--- src/rtl/bsplit_pkg.sv ---
package bsplit_pkg;

  typedef enum logic {
    SEQ_IDLE = 1'b0,
    SEQ_RUN  = 1'b1
  } seq_state_e;

  function automatic int imax(int a, int b);
    return (a > b) ? a : b;
  endfunction

endpackage

--- src/rtl/bsplit_limit.sv ---
module bsplit_limit #(
  parameter int CFG_W  = 8,
  parameter int BDW    = 7,
  parameter int MAX_DW = 64
) (
  input  logic [CFG_W-1:0] cfg_dw,
  output logic [BDW-1:0]   lim_dw
);

  localparam int CFG_MAX = (1 << CFG_W) - 1;

  generate
    if (CFG_MAX > MAX_DW) begin : g_clamp
      always_comb begin
        if (cfg_dw > CFG_W'(MAX_DW)) lim_dw = BDW'(MAX_DW);
        else                         lim_dw = BDW'(cfg_dw);
      end
    end else begin : g_pass
      assign lim_dw = BDW'(cfg_dw);
    end
  endgenerate

endmodule

--- src/rtl/bsplit_len_calc.sv ---
module bsplit_len_calc #(
  parameter int PB  = 10,
  parameter int RW  = 14,
  parameter int BDW = 7,
  parameter int CW  = 14
) (
  input  logic [PB-1:0]  addr_low,
  input  logic [RW-1:0]  rem_dw,
  input  logic [BDW-1:0] lim_dw,
  output logic [CW-1:0]  len_dw
);

  localparam int PAGE_DW = 1 << PB;

  logic [CW-1:0] room;
  logic [CW-1:0] rem_e;
  logic [CW-1:0] lim_e;
  logic [CW-1:0] cap;

  always_comb begin
    room   = CW'(PAGE_DW) - CW'(addr_low);
    rem_e  = CW'(rem_dw);
    lim_e  = CW'(lim_dw);
    cap    = (rem_e < lim_e) ? rem_e : lim_e;
    len_dw = (cap < room) ? cap : room;
  end

endmodule

--- src/rtl/bsplit_seq.sv ---
module bsplit_seq
  import bsplit_pkg::*;
#(
  parameter int ADDR_W = 32,
  parameter int LEN_W  = 16,
  parameter int PB     = 10,
  parameter int BDW    = 7,
  parameter int CW     = 14,
  localparam int AW    = ADDR_W - 2,
  localparam int RW    = LEN_W - 2
) (
  input  logic              clk,
  input  logic              rst,
  input  logic              req_valid,
  input  logic [ADDR_W-1:0] req_addr,
  input  logic [LEN_W-1:0]  req_len,
  input  logic [BDW-1:0]    lim_in,
  output logic              req_ready,
  output logic              req_err,
  output logic [PB-1:0]     calc_addr_low,
  output logic [RW-1:0]     calc_rem,
  output logic [BDW-1:0]    calc_lim,
  input  logic [CW-1:0]     calc_len,
  input  logic              burst_ready,
  output logic              burst_valid,
  output logic [ADDR_W-1:0] burst_addr,
  output logic [BDW-1:0]    burst_dw,
  output logic              burst_first,
  output logic              burst_last,
  output logic              done
);

  localparam int PAGE_DW = 1 << PB;

  seq_state_e     state_q;
  logic [BDW-1:0] lim_q;
  logic [AW-1:0]  nxt_q;
  logic [RW-1:0]  rem_q;
  logic           ov_q;
  logic [AW-1:0]  oa_q;
  logic [BDW-1:0] od_q;
  logic           of_q;
  logic           ol_q;
  logic           done_q;
  logic           err_q;

  logic [AW-1:0]  calc_addr;
  logic           req_ok;
  logic           last_now;
  logic           busy;

  assign busy      = (state_q == SEQ_RUN);
  assign calc_addr = busy ? nxt_q : req_addr[ADDR_W-1:2];
  assign calc_rem  = busy ? rem_q : req_len[LEN_W-1:2];
  assign calc_lim  = busy ? lim_q : lim_in;
  assign calc_addr_low = calc_addr[PB-1:0];
  assign last_now  = (CW'(calc_rem) == calc_len);

  assign req_ok = (req_addr[1:0] == 2'b00) && (req_len[1:0] == 2'b00) &&
                  (req_len[LEN_W-1:2] != '0) && (lim_in != '0);

  always_ff @(posedge clk) begin
    if (rst) begin
      state_q <= SEQ_IDLE;
      lim_q   <= '0;
      nxt_q   <= '0;
      rem_q   <= '0;
      ov_q    <= 1'b0;
      oa_q    <= '0;
      od_q    <= '0;
      of_q    <= 1'b0;
      ol_q    <= 1'b0;
      done_q  <= 1'b0;
      err_q   <= 1'b0;
    end else begin
      done_q <= 1'b0;
      err_q  <= 1'b0;
      if (!busy) begin
        if (req_valid) begin
          if (req_ok) begin
            state_q <= SEQ_RUN;
            lim_q   <= lim_in;
            ov_q    <= 1'b1;
            oa_q    <= calc_addr;
            od_q    <= BDW'(calc_len);
            of_q    <= 1'b1;
            ol_q    <= last_now;
            nxt_q   <= calc_addr + AW'(calc_len);
            rem_q   <= calc_rem - RW'(calc_len);
          end else begin
            err_q <= 1'b1;
          end
        end
      end else if (ov_q && burst_ready) begin
        if (ol_q) begin
          state_q <= SEQ_IDLE;
          ov_q    <= 1'b0;
          done_q  <= 1'b1;
        end else begin
          ov_q  <= 1'b1;
          oa_q  <= calc_addr;
          od_q  <= BDW'(calc_len);
          of_q  <= 1'b0;
          ol_q  <= last_now;
          nxt_q <= calc_addr + AW'(calc_len);
          rem_q <= calc_rem - RW'(calc_len);
        end
      end
    end
  end

  assign req_ready   = !busy;
  assign req_err     = err_q;
  assign burst_valid = ov_q;
  assign burst_addr  = {oa_q, 2'b00};
  assign burst_dw    = od_q;
  assign burst_first = of_q;
  assign burst_last  = ol_q;
  assign done        = done_q;

  // a stalled descriptor does not change
  p_hold_r9: assert property (@(posedge clk) disable iff (rst)
    (ov_q && !burst_ready) |=> (ov_q && $stable({oa_q, od_q, of_q, ol_q})));

  // the offered burst stays inside one 4KB page
  p_no_cross_r3: assert property (@(posedge clk) disable iff (rst)
    ov_q |-> ((32'(oa_q[PB-1:0]) + 32'(od_q)) <= 32'(PAGE_DW)));

  // burst length is nonzero and within the captured limit
  p_dw_limit_r4: assert property (@(posedge clk) disable iff (rst)
    ov_q |-> ((od_q != '0) && (od_q <= lim_q)));

  // completion follows the final handshake and lasts one cycle
  p_done_after_last_r8: assert property (@(posedge clk) disable iff (rst)
    (ov_q && burst_ready && ol_q) |=> done_q);
  p_done_pulse_r8: assert property (@(posedge clk) disable iff (rst)
    done_q |=> !done_q);

  // no new request is taken while a burst is outstanding
  p_ready_busy_r10: assert property (@(posedge clk) disable iff (rst)
    ov_q |-> !req_ready);

  // a refusal never comes with a burst
  p_err_no_burst_r7: assert property (@(posedge clk) disable iff (rst)
    err_q |-> !ov_q);

endmodule

--- src/rtl/burst_splitter.sv ---
module burst_splitter
  import bsplit_pkg::*;
#(
  parameter int ADDR_W      = 32,
  parameter int LEN_W       = 16,
  parameter int CFG_W       = 8,
  parameter int MAX_PAYLOAD = 256,
  parameter int PAGE_BYTES  = 4096
) (
  input  logic                                 clk,
  input  logic                                 rst,
  input  logic                                 req_valid,
  output logic                                 req_ready,
  input  logic [ADDR_W-1:0]                    req_addr,
  input  logic [LEN_W-1:0]                     req_len,
  input  logic [CFG_W-1:0]                     cfg_burst_dw,
  output logic                                 req_err,
  output logic                                 burst_valid,
  input  logic                                 burst_ready,
  output logic [ADDR_W-1:0]                    burst_addr,
  output logic [$clog2(MAX_PAYLOAD/4+1)-1:0]   burst_dw,
  output logic                                 burst_first,
  output logic                                 burst_last,
  output logic                                 done
);

  localparam int RW     = LEN_W - 2;
  localparam int MAX_DW = MAX_PAYLOAD / 4;
  localparam int BDW    = $clog2(MAX_DW + 1);
  localparam int PB     = $clog2(PAGE_BYTES) - 2;
  localparam int CW     = imax(imax(RW, PB + 1), BDW);

  logic [BDW-1:0] lim_in;
  logic [PB-1:0]  calc_addr_low;
  logic [RW-1:0]  calc_rem;
  logic [BDW-1:0] calc_lim;
  logic [CW-1:0]  calc_len;

  bsplit_limit #(
    .CFG_W (CFG_W),
    .BDW   (BDW),
    .MAX_DW(MAX_DW)
  ) i_limit (
    .cfg_dw(cfg_burst_dw),
    .lim_dw(lim_in)
  );

  bsplit_len_calc #(
    .PB (PB),
    .RW (RW),
    .BDW(BDW),
    .CW (CW)
  ) i_len_calc (
    .addr_low(calc_addr_low),
    .rem_dw  (calc_rem),
    .lim_dw  (calc_lim),
    .len_dw  (calc_len)
  );

  bsplit_seq #(
    .ADDR_W(ADDR_W),
    .LEN_W (LEN_W),
    .PB    (PB),
    .BDW   (BDW),
    .CW    (CW)
  ) i_seq (
    .clk          (clk),
    .rst          (rst),
    .req_valid    (req_valid),
    .req_addr     (req_addr),
    .req_len      (req_len),
    .lim_in       (lim_in),
    .req_ready    (req_ready),
    .req_err      (req_err),
    .calc_addr_low(calc_addr_low),
    .calc_rem     (calc_rem),
    .calc_lim     (calc_lim),
    .calc_len     (calc_len),
    .burst_ready  (burst_ready),
    .burst_valid  (burst_valid),
    .burst_addr   (burst_addr),
    .burst_dw     (burst_dw),
    .burst_first  (burst_first),
    .burst_last   (burst_last),
    .done         (done)
  );

endmodule

--- config.mk ---
export PLATFORM = sky130hd
export DESIGN_NAME = burst_splitter
export DESIGN_NICKNAME = d
export VERILOG_FILES = /design/src/rtl/bsplit_pkg.sv /design/src/rtl/bsplit_limit.sv /design/src/rtl/bsplit_len_calc.sv /design/src/rtl/bsplit_seq.sv /design/src/rtl/burst_splitter.sv
export SDC_FILE = /design/constraint.sdc
export NUM_CORES = 1
export LEC_CHECK = 0
export ABC_AREA = 1
export CORE_MARGIN = 3
export CORE_UTILIZATION = 59
export DETAILED_ROUTE_END_ITERATION = 7
export PLACE_DENSITY = 0.92
export SYNTH_ARGS = -nofsm -noshare
export SYNTH_HDL_FRONTEND = slang
export SYNTH_SLANG_ARGS = --single-unit
--- constraint.sdc ---
create_clock -name clk -period 11.3 [get_ports clk]
set_input_delay 1.13 -clock clk [delete_from_list [all_inputs] [get_ports clk]]
set_output_delay 1.13 -clock clk [all_outputs]
set_load 0.01 [all_outputs]
* After elaboration in Yosys (flattened, before gate mapping)
Cells that the tools add are included.
Word-level totals: flip-flop bits (word level) 94, bits in latches 0, RAM bits 0, memory bits (read-only) 0, input bits 60, output and inout bits 45, logic and storage cells 84, memories kept 0
Operators by class: add/subtract/negate cells 3, $mul 0, div/mod/pow operators 0, order comparisons 3, equal/unequal tests 3, shift-type cells 0, multiplexer cells 45, bitwise logic cells 3, reductions and logical operators 16
Operators by type and width (number):
- 30-bit 2-to-1 mux | 11
- 14-bit 2-to-1 mux | 8
- 7-bit 2-to-1 mux | 7
- 30-bit by 14-bit adder with 30-bit output | 1
- 1-bit 2-to-1 mux | 19
- 14-bit equality test | 1
- 14-bit less-than comparator | 1
- 14-bit by 7-bit less-than comparator with 1-bit output | 1
- 14-bit nonzero test | 1
- 14-bit subtractor | 1
- 11-bit by 10-bit subtractor with 12-bit output, first input constant | 1
- 8-bit by 7-bit greater-than comparator with 1-bit output, second input constant | 1
- 7-bit nonzero test | 1
- 3-bit AND reduction | 2
- 3-bit OR reduction | 2
- 1-bit logical AND | 4
- 2-bit zero test | 2
- 2-bit != test, second input constant | 2
- 4-bit AND reduction | 1
- 2-bit nonzero test | 2
- 1-bit NOT | 3
- 1-bit zero test | 1

* Longest topological paths before layout
Gate-level depths: netlist (run 1).
word-level depth 11, mapped depth 44, mapped depth without buffers 42

* Hierarchy
Synthesis (run 1) repeated with hierarchy kept, for this count alone.
Unflattened totals: cells, all modules 1213, area, all modules 7357.1 um2
Modules (own cells, without submodules):
- bsplit_seq | instances 1, cells an instance 1043, area an instance 6337.3 um2, seq. area each 1881.8 um2
- bsplit_len_calc | instances 1, cells an instance 149, area an instance 933.4 um2, seq. area each 0.0 um2
- bsplit_limit | instances 1, cells an instance 21, area an instance 86.3 um2, seq. area each 0.0 um2

* Worst setup path before layout (run 1)
OpenSTA, ideal clock, no wires.
path kind input to register, start point input cfg_burst_dw[7], end point register i_seq.nxt_q[28], setup time 0.070 ns, arrival 6.114 ns, required time 11.230 ns, path slack 5.115 ns, cell stages on the path 38, buffers on the path 0, cells stage by stage nor2_1 > nand2_1 > o21ai_4 > nand2_1 > nand2_1 > o21ai_0 > ha_1 > a21oi_1 > nor2_1 > a211oi_1 > nand2_1 > nand2_1 > nand2_2 > inv_1 > o21ai_0 > ha_1 > a21oi_1 > o21ai_0 > [2 not listed] > nand2_1 > ha_1 > inv_1 > fa_1 > inv_1 > a21o_1 > a21oi_1 > o21ai_1 > nand3_1 > nand2_1 > a21oi_1 > o21ai_2 > nand2_1 > nor2_1 > nand4_1 > nor3_1 > a21oi_1 > a21oi_1
Between the ends: word-level cells in the longest chain between the ends 11, elaborated cells between the ends (all ways) 17, those cells by class 1 x add/sub; 3 x order compare; 9 x mux; 4 x reduce/logical
RTL lines:
- from (decl) | RTL line burst_splitter.sv:16 | input logic [CFG_W-1:0] cfg_burst_dw,
- 8-bit by 7-bit greater-than comparator with 1-bit output * | RTL line bsplit_limit.sv:15 | if (cfg_dw > CFG_W'(MAX_DW)) lim_dw = BDW'(MAX_DW);
- 7-bit 2-to-1 mux * | RTL line bsplit_limit.sv:15
- 7-bit 2-to-1 mux * | RTL line bsplit_seq.sv:55 | assign calc_lim = busy ? lim_q : lim_in;
- 14-bit by 7-bit less-than comparator with 1-bit output | RTL line bsplit_len_calc.sv:24 | cap = (rem_e < lim_e) ? rem_e : lim_e;
- 14-bit 2-to-1 mux * | RTL line bsplit_len_calc.sv:24
- 14-bit less-than comparator | RTL line bsplit_len_calc.sv:25 | len_dw = (cap < room) ? cap : room;
- 14-bit 2-to-1 mux * | RTL line bsplit_len_calc.sv:25
- named net calc_len[0] | RTL line burst_splitter.sv:37 | logic [CW-1:0] calc_len;
- 30-bit by 14-bit adder with 30-bit output * | RTL line bsplit_seq.sv:88, bsplit_seq.sv:105
- 30-bit 2-to-1 mux (on tied branches) | RTL line bsplit_seq.sv:80, bsplit_seq.sv:95
- 30-bit 2-to-1 mux (on tied branches) | RTL line bsplit_seq.sv:79, bsplit_seq.sv:94
- 30-bit 2-to-1 mux * | RTL line bsplit_seq.sv:78 | if (!busy) begin
- to (signal assigned) | RTL line bsplit_seq.sv:88 | nxt_q <= calc_addr + AW'(calc_len);
- to (signal assigned) | RTL line bsplit_seq.sv:105 | nxt_q <= calc_addr + AW'(calc_len);
- to (decl) | RTL line bsplit_seq.sv:37 | logic [AW-1:0] nxt_q;
Mark *: on every way through the listed nets, which the timed path passes. The rest lies on a longest branch. The select of a mux whose other input is x is not followed. A chain may end at the register's enable or synchronous reset.

* Final worst setup path (run 1)
start point input cfg_burst_dw[0], end point register i_seq.nxt_q[28]
Between the ends: word-level cells in the longest chain between the ends 11, elaborated cells between the ends (all ways) 17, those cells by class 1 x add/sub; 3 x order compare; 9 x mux; 4 x reduce/logical
RTL lines (RTL line):
- 8-bit by 7-bit greater-than comparator with 1-bit output | bsplit_limit.sv:15
- 7-bit 2-to-1 mux * | bsplit_limit.sv:15
- 7-bit 2-to-1 mux * | bsplit_seq.sv:55
- 14-bit by 7-bit less-than comparator with 1-bit output | bsplit_len_calc.sv:24
- 14-bit 2-to-1 mux * | bsplit_len_calc.sv:24
- 14-bit less-than comparator | bsplit_len_calc.sv:25
- 14-bit 2-to-1 mux * | bsplit_len_calc.sv:25
- named net calc_len[0] | burst_splitter.sv:37
- 30-bit by 14-bit adder with 30-bit output * | bsplit_seq.sv:88, bsplit_seq.sv:105
- 30-bit 2-to-1 mux (on tied branches) | bsplit_seq.sv:80, bsplit_seq.sv:95
- 30-bit 2-to-1 mux (on tied branches) | bsplit_seq.sv:79, bsplit_seq.sv:94
- 30-bit 2-to-1 mux * | bsplit_seq.sv:78
Marks and branches as above.

==> results of run 1 <==
[final cells by class]
type | count | share of cell area
clock buffer | 11 | 0.0200
clock inverter | 5 | 0.00546
inverter | 129 | 0.0640
multi-input combinational | 677 | 0.498
sequential | 94 | 0.249
tap | 136 | 0.0225
timing repair buffer | 108 | 0.141
[through the flow]
stage | area (µm²) | util | total power [W] | hold WS, ns
6_report | 7570 | 0.730 | 0.000762 | 0.456
5_1_grt | 7570 | 0.730 | 0.000802 | 0.480
4_1_cts | 7570 | 0.730 | 0.000761 | 0.457
2_1_floorplan | 6340 | - | 0.000488 | 0.425
3_3_place_gp | 7370 | 0.711 | 0.000543 | 0.438
3_5_place_dp | 7370 | 0.711 | 0.000546 | 0.443
[per-layer routing]
layer	vias up	track usage
met5	-	0
met4	0	0.0766
met3	25	0.0429
met2	220	0.429
met1	2842	0.362
li1	3224	-
[cells in the mapped netlist, types with 8 or more instances]
cell type    n  area share
dfxtp_1     94        0.30
xor2_1      24       0.033
nand4_1     11       0.011
nor2_1      53       0.032
inv_1      127       0.076
nand2_1    209        0.12
clkbuf_1    15      0.0089
buf_2       19       0.015
nand3_1     37       0.029
or2_2       13       0.013
nor3_1       9      0.0071
a211oi_1     9       0.011
ha_1        44       0.087
o21a_1       8      0.0095
o21ai_0     89       0.071
a21oi_1     95       0.075
[cell usage in the layout, fill, tap and decap left out, types with 2 or more instances in the layout]
cell | netlist | layout
a21o_1 | 2 | 2
dfxtp_1 | 94 | 93
nor3_1 | 9 | 9
clkbuf_8 | 0 | 11
o2111ai_1 | 3 | 3
nand2_2 | 6 | 7
ha_1 | 44 | 44
conb_1 | 2 | 11
a31oi_1 | 4 | 4
nor3b_1 | 2 | 2
fa_1 | 2 | 2
o21bai_1 | 3 | 3
clkinv_4 | 0 | 2
nand2_1 | 209 | 208
nand4_1 | 11 | 11
a221oi_1 | 2 | 2
mux2i_1 | 2 | 2
a211oi_1 | 9 | 9
nand3_1 | 37 | 37
nor4_1 | 6 | 6
a21oi_1 | 95 | 95
o21ai_1 | 6 | 6
o21a_1 | 8 | 8
nor2_1 | 53 | 53
buf_4 | 3 | 6
inv_1 | 127 | 126
nor3_2 | 3 | 3
nor2_2 | 2 | 2
o21ai_0 | 89 | 89
inv_2 | 2 | 3
clkdlybuf4s50_1 | 0 | 102
xnor2_1 | 6 | 6
or2_2 | 13 | 13
xor2_1 | 24 | 24
nand2_4 | 2 | 2
[flip-flops by register name, indices dropped and copies added, names as in the netlist]
| name | flops |
|---|---|
| i_seq.burst_last | 1 |
| i_seq.done | 1 |
| i_seq.busy | 1 |
| i_seq.oa_q | 30 |
| i_seq.lim_q | 7 |
| i_seq.req_err | 1 |
| i_seq.rem_q | 14 |
| i_seq.burst_dw | 7 |
| i_seq.burst_valid | 1 |
| i_seq.nxt_q | 30 |
| i_seq.burst_first | 1 |
[path summary, 6_finish.rpt]
kind,to,slack (ns),cells past startpoint
worst max-delay path,i_seq.nxt_q[28]$_SDFFE_PP0P_,3.99,39
worst max register to register,i_seq.nxt_q[28]$_SDFFE_PP0P_,4.91,36
worst min-delay path,i_seq.rem_q[3]$_SDFFE_PP0P_,0.46,2
worst min register to register,i_seq.rem_q[3]$_SDFFE_PP0P_,0.46,2
[cells by family (layout without fill, tap and decap cells)]
kind of cell / count (synthesis) / in the layout / synth area share
simple gates: 357 / 357 / 0.248
compound gates: 230 / 230 / 0.201
buf+inv: 170 / 253 / 0.110
flops: 94 / 94 / 0.298
fa+ha+maj: 46 / 46 / 0.0936
xor+xnor: 30 / 30 / 0.0416
mux: 3 / 3 / 0.00674
other cells: 2 / 11 / 0.00119
[power by group through the flow]
stage	clock network, W	registers (W)	logic (W)
after floorplan	0	0.000349	0.000139
after global placement	0	0.000348	0.000195
after detailed placement	0	0.000348	0.000198
after CTS	0.000220	0.000340	0.000201
after global routing	0.000231	0.000341	0.000229
final	0.000218	0.000340	0.000204
[critical path, delay by kind of cell]
kind,cells,cell delay (ns)
AO/OA/AOI/OAI,15,2.57
adder cells (fa/ha/maj),4,1.15
buffers and inverters,4,0.76
AND/OR/NAND/NOR,16,1.97
==> flow_summary_export.csv, run 1 <==
group,metric,value,unit
detailed_routing,postRouteAntennaNets,0,
critical_path,slowest_stage,"a21oi_1",
clock_network,clk_latency,0.36,ns
place,dp_hpwl,11200,µm
critical_path,end_kind,"register",
detailed_routing,wl_met2,7000,µm
timing,setup_viol,0,
timing,slew_headroom,0.498,
detailed_routing,detail_route.iter0.violations,454,
finish,fin_cells,1160,
critical_path,required,11.59,ns
detailed_routing,drc,0,
finish,fin_nets,1125,
clock_network,clock_path_buffers,2,
clock_network,clkTransAtPathRegs,0.10,ns
clock_network,post_cts_buffers,0,
synthesis,yosys_warnings,0,
power,clkPwrFrac,0.286,
critical_path,cp_slowest_stage_delay,0.50,ns
detailed_routing,routed.top_layer,"met4",
status,status,"finished clean",
detailed_routing,firstDrtPassIters,7,
synthesis,syn_inst,932,
finish,antenna_cells,0,
global_route,grt_pass1_wl,25900,µm
detailed_routing,wl_met3,919,µm
power,p_per_area,101,mW/mm²
floorplan,dieHeight,109,µm
timing,fin_ws,3.99,ns
critical_path,cp.arrival,7.60,ns
detailed_routing,vias,6311,
synthesis,avgSynthCellArea,6.77,µm²
timing,min_period_over_period,0.647,
timing,drv_slew,0,
floorplan,die-area,0.0120,mm²
synthesis,synth-seq-cells,94,
detailed_routing,post_drt_wl_per_cell,13.4,µm
clock_network,cts_tree,"done",
hold_path,min-delay-path-class,"reg2reg",
hold_path,hold_start,"i_seq.rem_q[3]$_SDFFE_PP0P_",
global_route,grt_remaining_overflow,0,
floorplan,core_area,0.0104,mm²
timing,setup_tns,0,ns
critical_path,cp-start-kind,"input pin",
floorplan,row_count,37,
synthesis,synth_flop_cell,"dfxtp_1",
finish,drive_gt1_frac,0.0566,
critical_path,crit_path_start,"cfg_burst_dw[0]",
global_route,grt_pass1_vias,5886,
finish,multi_input_area,0.00377,mm²
synthesis,ys_seq_area_frac,0.298,
power,p_seq_frac,0.446,
power,intPower,0.000516,W
floorplan,initial_core_util,0.609,
synthesis,synth_cell_type_count,50,
power,vdd_ir_drop_max,0.0679,mV
clock_network,cts_resized,0,
timing,fin_crit,7.31,ns
critical_path,rr_startpoint,"i_seq.busy$_SDFF_PP0_",
power,p_comb_frac,0.268,
clock_network,cts_hold_buf,0,
place,place_ws,3.85,ns
detailed_routing,drt_wl_total,15500,µm
place,io_buffer_count,102,
timing,hold_viol_final,0,
detailed_routing,routed_via_density,5.44,
power,p_leak,3.30,nW
synthesis,synth_edf_count,0,
run,maxCapViolCount,0,
place,placed_cells,1144,
finish,seq_area,0.00188,mm²
floorplan,ioPinCount,105,
clock_network,clock-root-buffer,"clkbuf_8",
power,p_sw_frac,0.323,
floorplan,die_x,109,µm
timing,tightest_slew,0.753,ns
global_route,grt_max_degree,75,
global_route,track_usage,0.264,
synthesis,syn_area,0.00631,mm²
critical_path,crit_top_cell,"nand2_1",
clock_network,numCtsBuffers,9,
finish,nFillCells,843,
synthesis,synthArstFlopShare,0,
critical_path,critical_path.max_fanout,8,
detailed_routing,m1WireLength,7350,µm
timing,rsz0062_at_grt,"no",
place,place.gp.congestion,0.976,
timing,fmax,137,MHz
timing,fin_skew,0.0165,ns
finish,area_growth,19.9,%
critical_path,crit_type,"in2reg",
power,switchingPower,0.000246,W
global_route,antenna_found_initial,0,
clock_network,h-tree-depth,3,
clock_network,cts_num_sinks,94,
Note: power is estimated with default switching activity, not from simulation.
==> run 2: changes to the inputs <==
- CORE_UTILIZATION: 59 -> 49
- PLACE_DENSITY: 0.92 -> 0.82
- clock period: 11.3 -> 6 ns (I/O delays scaled with it)
==> run 2 against run 1 <==
Against the previous run: routed wire length is 13% higher; worst hold slack worse by 0.0011 ns; count of clock-buffer cells in the layout is 1 lower; global-route usage is 2.9 points lower; setup slack worse by 3.8 ns; critical path type unchanged; largest cell class unchanged.
==> flow_summary_export.csv, run 2 (same netlist as run 1, synthesis figures left out) <==
group,metric,value,unit
power,p_per_area,200,mW/mm²
finish,layout_commonest_cell,"nand2_1",
critical_path,critical_path.max_fanout,8,
critical_path,cp_slowest_stage_delay,0.33,ns
power,clkPwrFrac,0.335,
critical_path,r2r_slack,0.28,ns
place,io_buffer_count,102,
detailed_routing,detail_route.iter0.violations,494,
global_route,grt_remaining_overflow,0,
detailed_routing,vias,6542,
finish,top_regs,"i_seq.nxt_q x30, i_seq.oa_q x30, i_seq.rem_q x14",
finish,stdcell_area,0.00850,mm²
global_route,track_usage,0.235,
global_route,grt_max_degree,75,
clock_network,cts_tree,"done",
place,place_ws,-0.394,ns
floorplan,initial_core_util,0.513,
power,p_sw_frac,0.300,
run,maxCapViolCount,0,
critical_path,cp.arrival,6.07,ns
floorplan,core_area,0.0123,mm²
finish,nFillCells,1044,
power,switchingPower,0.000511,W
finish,antenna_cells,0,
critical_path,end_kind,"register",
timing,fin_crit,5.79,ns
power,p_comb_frac,0.288,
finish,fin_nets,1201,
floorplan,die-area,0.0143,mm²
timing,fin_ws,0.208,ns
critical_path,cp-start-kind,"input pin",
clock_network,h-tree-depth,3,
global_route,antenna_found_initial,0,
finish,area_growth,34.6,%
critical_path,crit_top_cell,"nand2_2",
clock_network,cts_hold_buf,0,
clock_network,cts_num_sinks,94,
status,status,"finished clean",
finish,drive_gt1_frac,0.158,
timing,tightest_slew,0.904,ns
critical_path,required,6.27,ns
critical_path,slowest_stage,"fa_2",
floorplan,ioPinCount,105,
place,placed_cells,1248,
detailed_routing,routed_via_density,5.16,
clock_network,clock_path_buffers,2,
clock_network,clkTransAtPathRegs,0.07,ns
detailed_routing,post_drt_wl_per_cell,13.8,µm
power,power,0.00170,W
power,p_leak,3.80,nW
detailed_routing,drc,0,
timing,slew_headroom,0.398,
finish,fin_cells,1267,
place,post_dp_cell_area,0.00795,mm²
timing,setup_viol,0,
power,p_seq_frac,0.377,
clock_network,numCtsBuffers,9,
timing,hold_viol_final,0,
clock_network,clock-root-buffer,"clkbuf_16",
place,dp_hpwl,12400,µm
hold_path,min-delay-path-class,"reg2reg",
power,vdd_ir_drop_max,0.125,mV
floorplan,dieHeight,119,µm
timing,drv_slew,0,
detailed_routing,drt_wl_total,17500,µm
detailed_routing,firstDrtPassIters,5,
detailed_routing,postRouteAntennaNets,0,
timing,min_period_over_period,0.965,
global_route,grt_pass1_vias,6188,
global_route,grt_pass1_wl,28000,µm
floorplan,row_count,40,
timing,fin_skew,0.0105,ns
finish,final_cell_mix,"nand2_1, inv_1, dfxtp_1, clkdlybuf4s50_1, a21oi_1",
floorplan,die_x,119,µm
clock_network,clk_latency,0.35,ns
place,place.gp.congestion,0.899,
timing,fmax,173,MHz
power,intPower,0.00119,W
finish,utilization,0.690,
critical_path,crit_type,"in2reg",
==> run 2: worst max-delay path: cells and delay by family <==
kind / cells / cell delay [ns]
AO/OA/AOI/OAI: 14 / 1.96
adder cells (fa/ha/maj): 4 / 1.05
buffers and inverters: 4 / 0.36
AND/OR/NAND/NOR: 20 / 2.11
==> run 2: final timing paths <==
check	startpoint	to	depth (start not counted)
hold / removal	i_seq.nxt_q[6]$_SDFFE_PP0P_	i_seq.nxt_q[6]$_SDFFE_PP0P_	2
setup reg to reg	i_seq.busy$_SDFF_PP0_	i_seq.nxt_q[28]$_SDFFE_PP0P_	39
setup / recovery	cfg_burst_dw[4]	i_seq.nxt_q[28]$_SDFFE_PP0P_	42
hold reg to reg	i_seq.nxt_q[6]$_SDFFE_PP0P_	i_seq.nxt_q[6]$_SDFFE_PP0P_	2
==> run 2: per-layer routing <==
layer  up-vias  share of wire  track usage
li1       3379              -            -
met1      2924           0.47        0.315
met2       212           0.46        0.387
met3        27          0.053       0.0320
met4         0          0.018       0.0830
met5         -              0            0
==> run 2: power by group through the flow <==
stage               logic, W  registers (W)  clock network (W)
global route        0.000542       0.000642           0.000602
CTS                 0.000458       0.000641           0.000577
detailed placement  0.000452       0.000655                  0
finish              0.000490       0.000642           0.000570
floorplan           0.000262       0.000657                  0
global placement    0.000446       0.000655                  0
==> run 2: timing repair <==
action,in CTS,in global routing
buffers inserted,1,3
pin swaps,1,33
setup endpoints to repair,3,28
gates resized for setup,3,60
==> run 2: stage by stage <==
stage	hold slack [ns]	TNS [ns]
after CTS	0.454	0
after detailed placement	0.445	-4.95
final	0.455	0
after global placement	0.439	-0.720
after global routing	0.482	-0.727
after floorplan	0.425	0
==> run 2: cell type report <==
class / count / area (µm²) / share of cell area
multi-input cells: 677 / 3980 / 0.468
flip-flops and latches: 94 / 1880 / 0.222
repair buffers: 184 / 1650 / 0.194
inverters: 129 / 487 / 0.0573
clock buffers: 10 / 229 / 0.0270
well taps: 168 / 210 / 0.0247
clock inverters: 5 / 60.1 / 0.00707
==> run 3: changes to the inputs <==
- ABC_AREA: 1 -> not set
- CORE_UTILIZATION: 49 -> 50
- PLACE_DENSITY: 0.82 -> 0.83
==> run 3 against run 2 <==
Against the previous run: the flow now finishes with violations (negative setup slack); worst hold slack got worse by 0.0041 ns; first-iteration DRC count rose by 58%; area after synthesis increased by 8.6%; synthesized cell count decreased by 7.4%; final cell count fell by 1.7%; fmax is 3.5% lower; clock skew fell by 0.0024 ns; clock power increased by 3%; combinational power up 28%; routed wire length up 25%; critical path type unchanged; largest cell class unchanged; highest routed layer unchanged.
==> flow_summary_export.csv, run 3 <==
group,metric,value,unit
clock_network,numCtsBuffers,9,
synthesis,synth_flop_cell,"dfxtp_1",
finish,fin_nets,1171,
synthesis,yosys.cell_count.top_type,"dfxtp_1",
power,p_per_area,193,mW/mm²
synthesis,synth_compound_area_frac,0.244,
timing,fin_crit,6.00,ns
status,violations,"negative setup slack",
timing,drv_slew,0,
timing,setup_tns,-0.00201,ns
synthesis,synth_area_leaders,"dfxtp_1, ha_1, a21oi_1, nand2_1, nor2_1",
place,io_buffer_count,102,
clock_network,clock_path_buffers,2,
global_route,grt_pass1_vias,6905,
floorplan,dieHeight,123,µm
critical_path,r2r_slack,0.02,ns
clock_network,clk_latency,0.35,ns
synthesis,synth-seq-cells,94,
synthesis,yosys_warnings,0,
timing,setup_viol,1,
critical_path,cp.arrival,6.28,ns
floorplan,row_count,42,
critical_path,end_kind,"register",
finish,drive_gt1_frac,0.247,
global_route,track_usage,0.264,
synthesis,synth_mux_area_frac,0.0717,
finish,layout_commonest_cell,"buf_4",
place,dp_hpwl,14800,µm
synthesis,ys_top_cells_by_count,"dfxtp_1, nand2_1, a21oi_1, nor2_1, nand3_1",
global_route,grt_pass1_wl,32500,µm
synthesis,synthSimpleGateAreaFrac,0.237,
timing,fin_skew,0.00803,ns
critical_path,r2r_cells,26,
timing,hold_ws,0.451,ns
hold_path,hold_start,"i_seq.nxt_q[22]$_SDFFE_PP0P_",
hold_path,min_path_cells,2,
floorplan,ioPinCount,105,
timing,hold_viol_final,0,
hold_path,min-delay-path-class,"reg2reg",
critical_path,cp-start-kind,"input pin",
synthesis,synth-xor-area-share,0.0256,
power,p_leak,3.70,nW
detailed_routing,drt_wl_total,21800,µm
synthesis,synth_fa_ha_area_frac,0.0861,
detailed_routing,firstDrtPassIters,5,
critical_path,cp_top_family,"compound AO/OA/AOI/OAI gates",
clock_network,clock-root-buffer,"clkbuf_16",
critical_path,required,6.27,ns
synthesis,yosysTopAreaCellShare,0.275,
floorplan,die-area,0.0152,mm²
synthesis,synth_edf_count,0,
finish,area_growth,40.8,%
detailed_routing,vias,7421,
clock_network,h-tree-depth,3,
place,placed_cells,1214,
finish,final_cell_mix,"buf_4, clkdlybuf4s50_1, dfxtp_1",
clock_network,clkTransAtPathRegs,0.07,ns
global_route,antenna_found_initial,0,
synthesis,yosysTopAreaCell,"dfxtp_1",
floorplan,initial_core_util,0.514,
synthesis,syn_inst,863,
place,place.gp.congestion,0.980,
global_route,grt_max_degree,61,
finish,antenna_cells,0,
clock_network,cts_num_sinks,94,
timing,min_period_over_period,1.00,
power,vdd_ir_drop_max,0.112,mV
synthesis,synth_cell_type_count,84,
synthesis,synthArstFlopShare,0,
finish,fin_cells,1246,
detailed_routing,detail_route.iter0.violations,779,
critical_path,slowest_stage,"clkdlybuf4s50_1",
floorplan,die_x,123,µm
status,status,"finished, violations left",
detailed_routing,drc,0,
finish,top_regs,"i_seq.nxt_q x30, i_seq.oa_q x30, i_seq.rem_q x14",
synthesis,avgSynthCellArea,7.94,µm²
detailed_routing,post_drt_wl_per_cell,17.5,µm
timing,tightest_slew,0.909,ns
floorplan,core_area,0.0133,mm²
timing,fmax,167,MHz
synthesis,syn_area,0.00686,mm²
clock_network,cts_tree,"done",
synthesis,ys_seq_area_frac,0.275,
critical_path,cp_slowest_stage_delay,0.48,ns
timing,slew_headroom,0.391,
run,maxCapViolCount,0,
critical_path,critical_path.max_fanout,11,
synthesis,synth_top_family_by_area,"compound AO/OA/AOI/OAI gates",
global_route,grt_remaining_overflow,0,
critical_path,crit_top_cell,"a21oi_4",
critical_path,crit_type,"in2reg",
critical_path,worst-path-buf-inv,2,
detailed_routing,postRouteAntennaNets,0,
hold_path,hold-path-endpoint,"i_seq.nxt_q[22]$_SDFFE_PP0P_",
critical_path,rr_startpoint,"i_seq.busy$_SDFF_PP0_",
detailed_routing,routed_via_density,5.96,
timing,fin_ws,-0.00201,ns
critical_path,rr_endpoint,"i_seq.nxt_q[21]$_SDFFE_PP0P_",
[run 3: cell count changes in the layout (fill, tap and decap cells not counted), sizes merged, moves of 19 or more]
cell | previous run | this run
nor3 | 12 | 34
nand2 | 217 | 89
inv | 130 | 35
buf | 83 | 130
a21oi | 95 | 76
o21ai | 97 | 38
mux2i | 3 | 28
a211oi | 9 | 35
[run 3: kinds of logic after synthesis]
family,Yosys count
simple gates,326
compound gates,244
flops,94
buf+inv,86
fa+ha+maj,46
mux,45
xor+xnor,20
other cells,2
[run 3: worst max-delay path by stage]
| stage | start | end | slack, ns | depth (start not counted) |
|---|---|---|---|---|
| 5_1_grt | cfg_burst_dw[3] | i_seq.rem_q[12]$_SDFFE_PP0P_ | -0.15 | 27 |
| 3_5_place_dp | cfg_burst_dw[7] | i_seq.nxt_q[18]$_SDFFE_PP0P_ | -0.67 | 28 |
| 2_1_floorplan | i_seq.busy$_SDFF_PP0_ | i_seq.nxt_q[26]$_SDFFE_PP0P_ | -0.09 | 30 |
| 6_report | cfg_burst_dw[3] | i_seq.nxt_q[21]$_SDFFE_PP0P_ | -0.002 | 26 |
| 4_1_cts | cfg_burst_dw[4] | i_seq.nxt_q[18]$_SDFFE_PP0P_ | 0.002 | 28 |
| 3_3_place_gp | cfg_burst_dw[7] | i_seq.nxt_q[24]$_SDFFE_PP0P_ | -0.51 | 27 |
[run 3: area by class of cell]
type | instances | area, µm²
clock buffers | 13 | 260
clock inverters | 3 | 42.5
fillers | 983 | 3690
inverters | 36 | 135
multi-input cells | 693 | 5110
flip-flops and latches | 94 | 1890
well taps | 176 | 220
repair buffers | 231 | 2000
[run 3: metal layers]
metal  track usage  share of wire
met2         0.451           0.50
met3        0.0448          0.053
met5             0              0
met1         0.337           0.42
met4        0.0927          0.025
[run 3: worst register-to-register path, stage by stage (launching register included)]
cell and delay (ns):
dfxtp_4 0.42, inv_2 0.12, and3_4 0.20, a21oi_4 0.15, ha_4 0.26, a21oi_4 0.20, a21oi_4 0.10, a211oi_2 0.24
nand2_2 0.22, a21oi_2 0.23, ha_1 0.29, nand3_1 0.11, nand2_1 0.07, a221o_1 0.31, a221o_2 0.44, a211oi_4 0.26
buf_6 0.14, nor2_4 0.06, o21a_1 0.24, ha_1 0.34, o21ai_1 0.12, o21ai_2 0.21, nand3_2 0.14, a21oi_4 0.26
nor3b_4 0.28, mux2_2 0.37, a21oi_1 0.13
[run 3: power by group]
group	switching, W	internal, W
clock network	0.000243	0.000346
registers	0.00000754	0.000635
logic	0.000324	0.000304
[run 3: stage by stage]
| step | total power, W | area, µm² | utilization | setup slack, ns |
|---|---|---|---|---|
| after floorplan | 0.000986 | 7090 | - | -0.0936 |
| after global placement | 0.00119 | 8860 | 0.664 | -0.512 |
| after detailed placement | 0.00120 | 8860 | 0.664 | -0.671 |
| after CTS | 0.00180 | 9210 | 0.690 | 0.00248 |
| after global routing | 0.00194 | 9650 | 0.723 | -0.151 |
| final | 0.00186 | 9650 | 0.723 | -0.00201 |
[run 3: timing repair]
action	CTS	global route
gates cloned	1	0
setup buffers	1	14
hold buffers	0	0
hold endpoints to repair	0	0
gates resized for setup	9	68
pin swaps	10	30
endpoints found under the setup margin	29	33
